--- config.mk ---
export PLATFORM = sky130hd
export DESIGN_NAME = bridge_ctrl_regs
export DESIGN_NICKNAME = d
export VERILOG_FILES = /design/src/rtl/bridge_ctrl_regs.sv
export SDC_FILE = /design/constraint.sdc
export NUM_CORES = 1
export LEC_CHECK = 0
export BUFFER_PORTS_ARGS = -buffer_cell sky130_fd_sc_hd__buf_2
export CELL_PAD_IN_SITES_DETAIL_PLACEMENT = 1
export CELL_PAD_IN_SITES_GLOBAL_PLACEMENT = 2
export CORE_ASPECT_RATIO = 1.2
export CORE_UTILIZATION = 40
export DETAILED_ROUTE_END_ITERATION = 8
export HOLD_SLACK_MARGIN = 0.15
export PLACE_DENSITY_LB_ADDON = 0.1
export SLEW_MARGIN = 20
export SYNTH_ARGS = -nofsm -noshare
export SYNTH_HDL_FRONTEND = slang
export SYNTH_SLANG_ARGS = --single-unit
export TNS_END_PERCENT = 100
--- constraint.sdc ---
create_clock -name clk -period 6.3 [get_ports clk]
set_clock_uncertainty 0.05 [all_clocks]
set_input_delay 0.63 -clock clk [delete_from_list [all_inputs] [get_ports clk]]
set_output_delay 0.63 -clock clk [all_outputs]
set_load 0.02 [all_outputs]
--- src/rtl/bridge_ctrl_regs.sv ---
module bridge_ctrl_regs #(
  parameter int AW     = 7,
  parameter int DW     = 32,
  parameter int NWORDS = 28
) (
  input  logic          clk,
  input  logic          rst_n,
  input  logic [AW-1:0] reg_addr,
  input  logic          reg_we,
  input  logic [DW-1:0] reg_wdata,
  output logic [DW-1:0] reg_rdata,
  output logic [DW-1:0] irq_enable,
  output logic [DW-1:0] irq_edge,
  output logic [DW-1:0] irq_pol,
  output logic          reset_req
);
  localparam int IW      = AW - 2;
  localparam int GEN_IDX = 1;
  localparam int EDG_IDX = 9;
  localparam int POL_IDX = 11;
  localparam int SET_IDX = 12;
  localparam int CLR_IDX = 13;
  localparam int EN_IDX  = 14;
  localparam int ST_IDX  = 15;
  localparam int RST_BIT = 2;

  function automatic logic [DW-1:0] init_word(input int i);
    case (i)
      0:       return DW'(32'h0000_0C40);
      1:       return DW'(32'h0000_1384);
      2:       return DW'(32'h2BFF_8010);
      3:       return DW'(32'h255E_0091);
      4:       return DW'(32'h0000_6140);
      7, 8:    return DW'(32'h0000_01FF);
      26:      return DW'(32'h0000_0008);
      27:      return DW'(32'h1000_0000);
      default: return '0;
    endcase
  endfunction

  logic [DW-1:0] words [NWORDS];
  logic [IW-1:0] widx;
  logic          hit;
  logic          wr;

  assign widx = reg_addr[AW-1:2];
  assign hit  = (reg_addr[1:0] == 2'b00) && (int'(widx) < NWORDS);
  assign wr   = reg_we && hit;

  for (genvar i = 0; i < NWORDS; i++) begin : g_word
    if (i == EN_IDX) begin : g_en
      always_ff @(posedge clk)
        if (!rst_n)                             words[i] <= init_word(i);
        else if (wr && widx == IW'(SET_IDX))    words[i] <= words[i] | reg_wdata;
        else if (wr && widx == IW'(CLR_IDX))    words[i] <= words[i] & ~reg_wdata;
    end else if (i == ST_IDX) begin : g_st
      always_ff @(posedge clk) words[i] <= '0;
    end else begin : g_rw
      always_ff @(posedge clk)
        if (!rst_n)                             words[i] <= init_word(i);
        else if (wr && widx == IW'(i))          words[i] <= reg_wdata;
    end
  end

  always_ff @(posedge clk)
    if (!rst_n) reset_req <= 1'b0;
    else        reset_req <= wr && widx == IW'(GEN_IDX) &&
                             !words[GEN_IDX][RST_BIT] && reg_wdata[RST_BIT];

  assign reg_rdata  = hit ? words[widx] : '0;
  assign irq_enable = words[EN_IDX];
  assign irq_edge   = words[EDG_IDX];
  assign irq_pol    = words[POL_IDX];
endmodule


==> results of run 1 <==
-- layer usage --
| layer | GRT usage [%] | wire [µm] |
|---|---|---|
| met3 | 3.08 | 5440 |
| met1 | 31.7 | 52300 |
| met5 | 0 | 22 |
| met2 | 39.8 | 58400 |
| met4 | 6.55 | 2490 |
-- sequential cells by signal, summed over array words and instances, names as in the netlist --
register   count
reset_req      1
words        864
-- logic make-up after synthesis --
family	Yosys count	synth area share (%)
simple gates	1019	15.1
buf+inv	297	3.01
mux	320	11.1
flops	865	65.2
compound gates	317	5.60
-- worst paths after layout --
kind                                                 from  slack [ps]  cells after the start                     endpoint
worst max-delay path                          reg_addr[3]        1800                      7                reg_rdata[11]
worst min-delay path                        reg_wdata[19]         550                      2  words[11][19]$_SDFFCE_PN0P_
worst max register to register    words[14][31]$_DFFE_PP_        5240                      1      words[14][31]$_DFFE_PP_
worst min register to register  words[1][2]$_SDFFCE_PN1P_         570                      1         reset_req$_SDFF_PN0_
-- cell usage in the layout (no fill, tap or decap), types with 4 or more instances in the layout --
cell type   netlist  final
o21ai_0          91     64
or3_1            58     58
nor2_1           60     38
clkinv_2          0     19
nor2_4            0     11
nor2_2            1     12
a32oi_1          32     32
clkinvlp_4        0      4
mux2i_1         224    224
edfxtp_1        864    864
inv_6             0      4
a21oi_1          33     32
mux4_2           96     96
a22oi_1          32     32
buf_2            44    167
nand2_1          75     75
and2_1          776    776
o21ai_4           0     27
a21boi_0         32     32
clkbuf_16         0     91
buf_4             8     70
bufinv_16         0      7
clkbuf_1        212     16
o22a_1           32     32
nand3_1          34     34
a221oi_1         32     32
nor2b_2           0      4
o2bb2ai_1        32     32
clkinv_1          0     22
-- power by group --
| part | switching, mW | internal, mW | leakage [nW] |
|---|---|---|---|
| clock network | 2.27 | 2.94 | 1.39 |
| registers | 0.0978 | 6.61 | 8.28 |
| logic | 0.679 | 0.299 | 6.34 |
| total | 3.05 | 9.85 | 16.0 |
-- layout make-up --
type / instances / area, µm² / area share, %
Antenna cell: 2 / 5.00 / 0.0111
Clock buffer: 107 / 2340 / 5.20
Clock inverter: 60 / 503 / 1.12
Inverter: 1 / 3.75 / 0.00835
Multi-Input combinational cell: 1656 / 13100 / 29.1
Sequential cell: 865 / 26000 / 57.8
Tap cell: 1280 / 1600 / 3.56
Timing Repair Buffer: 241 / 1430 / 3.18
-- through the flow --
step	hold slack [ps]	setup WS (ps)	area, µm²	power, mW
global route	561	1680	44900	13.3
finish	547	1800	44900	12.9
detailed placement	553	1820	42100	7.82
CTS	506	1820	44900	13.0
floorplan	476	1870	39800	7.40
global placement	550	1750	42100	7.80
==> flow_summary.toml, run 1 <==
[outcome]
outcome = "finished, final reports clean"

[setup_path]
worstPathMaxFanout = 70
slowest_stage = "buf_4"
path_class = "in2out"
required_ps = 5620
cp-start-kind = "input port"
worstSetupEndpointType = "output pin"
path_cells = "buf_8 > buf_4 > mux2i_1 > a22oi_1 > nand3_1 > a32oi_1 > buf_2"
path_delay_family = "buffers and inverters"
critPathMaxStageDelay_ps = 840
worstPathBufferInverterCount = 3
crit_arrival_ps = 3820

[power_and_ir_drop]
peakVddDrop_v = 0.000214
p_leak_nw = 16.0
power_density_nw_per_um2 = 287

[place]
dpl.cell_count = 4043
place_hpwl_mm = 74.2
port_buffers = 170
gp_congestion = 0.835

[synthesis]
synthTopCellsByCount = "edfxtp_1 (864), and2_1 (776), mux2i_1 (224)"
netlist_area_um2 = 39800
synth_area_leaders = "edfxtp_1 (65%), and2_1 (12%), mux2i_1 (5.6%), mux4_2 (5.4%), clkbuf_1 (2.0%)"
yosysWarnings = 0
synth.avg_cell_area_um2 = 14.1
synth_edf_count = 864
synth_flop_cell = "edfxtp_1"
postSynthCellCount = 2818
synth_nets = 2860
ys_types = 34
yosys.area.top_type_share_pct = 65.1
synth.most_common_cell = "edfxtp_1"
synth-seq-cells = 865
async_reset_ff_share_pct = 0
netlist.top_cell.by_area = "edfxtp_1"
yosysSeqAreaShare_pct = 65.2

[cells_and_area]
areaGrowthSynthToFinish_pct = 12.8
final_core_util_pct = 45.6
finalNetCount = 2897
fin_cells = 4212
fill_cells = 9725
drive_above_1_share_pct = 18.0

[hold_path]
min_path_type = "in2reg"

[timing]
slew_headroom_pct = 20.7
hold_viol = 0
finalSetupViolCount = 0
post-route-min-period_ps = 4500
finalSetupTns_ps = 0
slew_violations = 0
clock.fmax_mhz = 222
worst_slew_pin_slew_ps = 1190
grt_setup_unrepaired = "no"
finalCritPeriodShare_pct = 71.5

[clocking]
htree_num_levels = 3
ctsResizeCount = 0
clk_root_buffer_cell = "clkbuf_16"
cts.clk_slew.worst_paths_ps = 60
clockBufferDepth = 3
cts_buffers = 90
cts.sinks = 865
ctsHoldBuffers = 0
cts_tree = "done"
clock_latency_ps = 650
cts_setup_buffers = 0

[global_route]
grt_max_degree = 105
grt_pass1_wl_mm = 173
grt_pass1_vias = 25100
antenna_found_initial = 4
track_usage_pct = 23.5
grt_remaining_overflow = 0

[floorplanning]
fp.dieW_um = 290
core-area_um2 = 98500
num_rows = 126
die_h_um = 348
start_util_pct = 40.4
die_area_um2 = 101000
pin_count = 171

[route]
viasPerCell = 5.63
first_iter_violations = 1804
drt-total-wl_mm = 119
postRouteAntennaNets = 0
firstDrtPassIters = 7
post_drt_wl_per_cell_um = 28.2
vias = 23700
drc = 0

[flow_run]
cap_violations = 0
No activity file was read; power rests on OpenSTA's default activity.
==> inputs of run 2 (changes only) <==
--- a/config.mk
+++ b/config.mk
@@ -5,11 +5,12 @@
 export SDC_FILE = /design/constraint.sdc
 export NUM_CORES = 1
 export LEC_CHECK = 0
+export ABC_AREA = 1
 export BUFFER_PORTS_ARGS = -buffer_cell sky130_fd_sc_hd__buf_2
 export CELL_PAD_IN_SITES_DETAIL_PLACEMENT = 1
 export CELL_PAD_IN_SITES_GLOBAL_PLACEMENT = 2
 export CORE_ASPECT_RATIO = 1.2
-export CORE_UTILIZATION = 40
+export CORE_UTILIZATION = 35
 export DETAILED_ROUTE_END_ITERATION = 8
 export HOLD_SLACK_MARGIN = 0.15
 export PLACE_DENSITY_LB_ADDON = 0.1
==> constraint.sdc (replaced) <==
create_clock -name clk -period 4.1 [get_ports clk]
set_clock_uncertainty 0.05 [all_clocks]
set_input_delay 0.41 -clock clk [delete_from_list [all_inputs] [get_ports clk]]
set_output_delay 0.41 -clock clk [all_outputs]
set_load 0.02 [all_outputs]
==> run 2 against run 1 <==
Non-clock buffer count increased by 92; area after synthesis is 0.26% higher; sequential cell count is the same; critical path depth up 5; first-iteration DRC count increased by 6.7%; final cell count increased by 45%; critical endpoint is now reg_rdata[7].
==> flow_summary.toml, run 2 <==
[setup_path]
slowest_stage = "o21ai_0"
path_delay_family = "buffers and inverters"
critPathMaxStageDelay_ps = 620
worstPathMaxFanout = 54
worstSetupEndpointType = "output pin"
crit_arrival_ps = 2830
required_ps = 3640
path_cells = "buf_8 > inv_8 > buf_4 > nand2_1 > nand2_1 > nand2_1 > nand2_1 > nand2_1 > nand2_1 > o21ai_0 > nor2_1 > buf_2"
worstReg2RegStart = "words[1][2]$_SDFFCE_PN1P_"
startpoint = "reg_addr[2]"
cp-start-kind = "input port"
path_class = "in2out"
crit_top_cell = "nand2_1"
worstPathBufferInverterCount = 4

[cells_and_area]
final_common_cell = "nand2_1"
finalNetCount = 4559
areaGrowthSynthToFinish_pct = 15.5
final_area_um2 = 46100
top_regs = "words (864), reset_req (1)"
final_core_util_pct = 40.8
largest-register = "words"
fin_cells = 6098
final_cell_mix = "nand2_1 (1,959), nor2_1 (884), edfxtp_1 (864), buf_2 (167), nand3_1 (136)"
drive_above_1_share_pct = 10.6
largest_reg_flops = 864

[global_route]
grt_max_degree = 121
grt_pass1_wl_mm = 209
grt_pass1_vias = 31800
track_usage_pct = 24.9
grt_remaining_overflow = 0
antenna_found_initial = 0

[clocking]
clock_latency_ps = 670
ctsResizeCount = 0
cts.clk_slew.worst_paths_ps = 60
cts_buffers = 95
cts.sinks = 865
htree_num_levels = 3
cts_tree = "done"
ctsHoldBuffers = 32
clk_root_buffer_cell = "clkbuf_16"
cts_setup_buffers = 0
clockBufferDepth = 3

[place]
dpl.cell_count = 5895
gp_congestion = 0.767
place_hpwl_mm = 85.0
placed_area_um2 = 43000
port_buffers = 170

[timing]
slew_headroom_pct = 30.5
finalCritPeriodShare_pct = 80.2
clock.fmax_mhz = 304
worst_slew_pin_slew_ps = 1040
grt_setup_unrepaired = "no"
slew_violations = 0
post-route-min-period_ps = 3290
hold_viol = 0
finalSetupViolCount = 0
finalSetupTns_ps = 0

[power_and_ir_drop]
peakVddDrop_v = 0.000387
power_density_nw_per_um2 = 440
p_leak_nw = 19.1
total_power_mw = 20.3

[route]
vias = 31000
drt-total-wl_mm = 142
post_drt_wl_per_cell_um = 23.4
firstDrtPassIters = 7
first_iter_violations = 1924
viasPerCell = 5.09
drc = 0
postRouteAntennaNets = 0

[flow_run]
cap_violations = 0

[floorplanning]
die_area_um2 = 115000
pin_count = 171
die_h_um = 372
core-area_um2 = 113000
fp.dieW_um = 310
start_util_pct = 35.3
num_rows = 135

[synthesis]
synth_nets = 4450
synth_area_leaders = "edfxtp_1 (65%), nand2_1 (18%), nor2_1 (8.3%), clkbuf_1 (1.9%), nand3_1 (1.7%)"
synth.avg_cell_area_um2 = 9.06
synth.most_common_cell = "nand2_1"
synth-seq-cells = 865
yosys.area.top_type_share_pct = 65.0
synthTopCellsByCount = "nand2_1 (1,961), nor2_1 (885), edfxtp_1 (864)"
synth_flop_cell = "edfxtp_1"
postSynthCellCount = 4408
synth_edf_count = 864
ys_types = 23
netlist.top_cell.by_area = "edfxtp_1"
yosysWarnings = 0
yosysSeqAreaShare_pct = 65.0
async_reset_ff_share_pct = 0
netlist_area_um2 = 39900

[outcome]
outcome = "finished, final reports clean"

[hold_path]
min_path_type = "in2reg"
worstHoldStart = "rst_n"
==> run 2: cell types whose count changed in the layout (fill, tap and decap cells not counted), moves of 34 or more <==
cell	delta
buf_4	+34
or3_1	-58
nor2_1	+846
nand2_1	+1884
mux2i_1	-224
nand3_1	+102
and2_1	-776
mux4_2	-96
==> run 2: where the power goes <==
group	leakage, nW	switching, mW	internal (mW)
combinational	9.46	1.41	0.470
clock	1.39	3.56	4.58
sequential	8.27	0.143	10.2
==> run 2: path summary, 6_finish.rpt <==
check / end / slack, ps / cells after the start
worst min register to register: reset_req$_SDFF_PN0_ / 520 / 1
worst max-delay path: reg_rdata[7] / 810 / 12
worst min-delay path: words[26][3]$_SDFFCE_PN1P_ / 290 / 2
worst max register to register: reset_req$_SDFF_PN0_ / 2840 / 1
==> run 2: logic make-up after synthesis <==
kind of cell / Yosys count / share of synthesized area (%)
DFF: 865 / 65.0
and+or+nand+nor: 3006 / 29.0
buffers and inverters: 383 / 4.03
AOI/OAI and AO/OA: 154 / 1.94
==> run 2: metrics by stage <==
step / hold slack (ps) / setup slack (ps)
2_1_floorplan: 371 / 31.4
3_3_place_gp: 488 / 839
3_5_place_dp: 481 / 845
4_1_cts: 216 / 838
5_1_grt: 264 / 680
6_report: 292 / 811
==> run 2: area by class of cell <==
class / count / area [µm²]
Antenna cell: 2 / 5.00
Timing Repair Buffer: 333 / 2520
Tap cell: 1507 / 1890
Multi-Input combinational cell: 3160 / 12700
Fill cell: 12900 / 66900
Inverter: 62 / 245
Sequential cell: 865 / 26000
Clock buffer: 126 / 2550
Clock inverter: 43 / 297
==> run 2: metal layers <==
layer,vias up,wire [µm],global-route usage [%]
li1,14400,-,-
met1,15900,64000,33.2
met2,579,70600,43.0
met3,150,4990,2.43
met4,0,2830,6.60
met5,-,0,0
==> inputs of run 3 (changes only) <==
==> constraint.sdc (replaced) <==
create_clock -name clk -period 2.6 [get_ports clk]
set_clock_uncertainty 0.05 [all_clocks]
set_input_delay 0.26 -clock clk [delete_from_list [all_inputs] [get_ports clk]]
set_output_delay 0.26 -clock clk [all_outputs]
set_load 0.02 [all_outputs]
==> run 3 against run 2 <==
Highest routed layer unchanged; critical endpoint is now reg_rdata[14]; non-clock buffer count up 60; via count up 0.64%; sequential cell count stayed put; worst hold slack worse by 8.3 ps; wire length increased by 1.7%; sequential power up 58%; clock power rose by 65%.
==> flow_summary.toml, run 3 (synthesis gave the netlist of run 2 again) <==
[cells_and_area]
top_regs = "words (864), reset_req (1)"
regArea_um2 = 26000
largest-register = "words"
drive_above_1_share_pct = 12.0
largest_reg_flops = 864
areaGrowthSynthToFinish_pct = 18.7
final_core_util_pct = 41.9
fin_cells = 6157
multi_input_area_um2 = 12700
num_antenna_cells = 0
finalNetCount = 4619
fill_cells = 12900
final_common_cell = "nand2_1"
final_cell_mix = "nand2_1 (1,959), nor2_1 (881), edfxtp_1 (864), buf_2 (167), nand3_1 (133)"
final_area_um2 = 47400

[clocking]
cts.clk_slew.worst_paths_ps = 60
clockBufferDepth = 3
htree_num_levels = 3
clk_root_buffer_cell = "clkbuf_16"
cts_tree = "done"
cts_buffers = 95
clock_latency_ps = 670
cts.sinks = 865

[power_and_ir_drop]
p_leak_nw = 19.7
power_frac_seq_pct = 49.5
clkPwrFrac_pct = 40.8
netSwitchingFraction_pct = 25.1
power_switching_mw = 8.22
comb_power_share_pct = 9.7
power_density_nw_per_um2 = 692
peakVddDrop_v = 0.000513
intPower_mw = 24.6

[timing]
hold_viol = 0
finalWorstSetupSlack_ps = 98.4
finalSetupViolCount = 0
finalCritPeriodShare_pct = 96.2
slew_headroom_pct = 26.5
worst_slew_pin_slew_ps = 1100
clock.fmax_mhz = 400
post-route-min-period_ps = 2500
slew_violations = 0

[hold_path]
worstHoldStart = "reg_we"
min_path_type = "in2reg"

[flow_run]
cap_violations = 0

[place]
placed_area_um2 = 44000
dpl.cell_count = 5952
port_buffers = 170
gp_congestion = 0.792
place_ws_ps = 154
place_hpwl_mm = 89.2

[setup_path]
startpoint = "words[9][14]$_SDFFCE_PN0P_"
crit_arrival_ps = 2190
worstPathMaxFanout = 2
cp-start-kind = "flop"
required_ps = 2290
worstSetupEndpointType = "output pin"
path_class = "reg2out"
worstReg2RegStart = "words[14][14]$_DFFE_PP_"

[floorplanning]
core-area_um2 = 113000
fp.dieW_um = 310
pin_count = 171
die_h_um = 372
die_area_um2 = 115000
start_util_pct = 35.3
num_rows = 135

[route]
firstDrtPassIters = 5
post_drt_wl_per_cell_um = 23.5
viasPerCell = 5.07
first_iter_violations = 2212
vias = 31200
postRouteAntennaNets = 0
drc = 0
drt-total-wl_mm = 145

[global_route]
grt_remaining_overflow = 0
grt_pass1_wl_mm = 216
track_usage_pct = 25.6
grt_pass1_vias = 32400
antenna_found_initial = 4
grt_max_degree = 84

[outcome]
outcome = "finished, final reports clean"
run 3: cell types whose count changed in the layout (fill, tap and decap cells not counted), sizes merged:
cell,previous run,this run
buf,301,360
clkinv,69,64
bufinv,4,8
inv,30,34
diode,2,0
clkbuf,126,125
clkinvlp,2,1
dlygate4sd3,32,33
run 3: layout make-up:
type | count | share of cell area (%)
Sequential cell | 865 | 54.8
Multi-Input combinational cell | 3160 | 26.8
Timing Repair Buffer | 393 | 7.63
Clock buffer | 125 | 5.39
Tap cell | 1507 | 3.98
Clock inverter | 45 | 0.893
Inverter | 62 | 0.523
run 3: worst paths after layout:
path         cells past startpoint  slack (ps)                     endpoint
max                             10         100                reg_rdata[14]
min                              6         280  words[27][28]$_SDFFCE_PN1P_
max reg2reg                      2        1580      words[14][14]$_DFFE_PP_
min reg2reg                      1         400         reset_req$_SDFF_PN0_
run 3: timing repair:
| item | 4_1_cts | 5_1_grt |
|---|---|---|
| resized for setup | 3 | 5 |
| hold endpoints to repair | 52 | 0 |
| hold buffers | 33 | 0 |
| pin swaps | 0 | 2 |
| setup endpoints to repair | 2 | 4 |
| setup buffers | 0 | 2 |
run 3: worst max-delay path, stage by stage, from the launching register on:
cell      delay [ps]
edfxtp_1         460
nand2_1          120
nand2_1           60
nand2_1           60
nand3_1           80
nand2_1           70
nand3_1          140
nor2_1           140
buf_4            160
nor2_1            60
buf_2            170
run 3: power groups by stage:
stage               logic [mW]  clock network, mW  registers (mW)
CTS                       3.22               13.7            16.3
global route              3.50               14.1            16.3
finish                    3.18               13.4            16.3
global placement          3.15                  0            16.5
floorplan                 1.57                  0            16.6
detailed placement        3.17                  0            16.5
run 3: per-layer routing:
layer,vias up,wire length (µm),GRT usage [%]
met1,15900,65900,35.1
met5,-,0,0
met4,0,2710,6.21
met2,628,70700,43.3
li1,14500,-,-
met3,163,5540,2.52
run 3: per-stage QoR:
stage | setup TNS, ps | power [mW] | hold WS (ps)
6_report | 0 | 32.8 | 284
5_1_grt | -4.91 | 33.9 | 347
4_1_cts | 0 | 33.1 | 240
3_5_place_dp | 0 | 19.7 | 389
3_3_place_gp | 0 | 19.7 | 386
2_1_floorplan | -237560 | 18.2 | 371
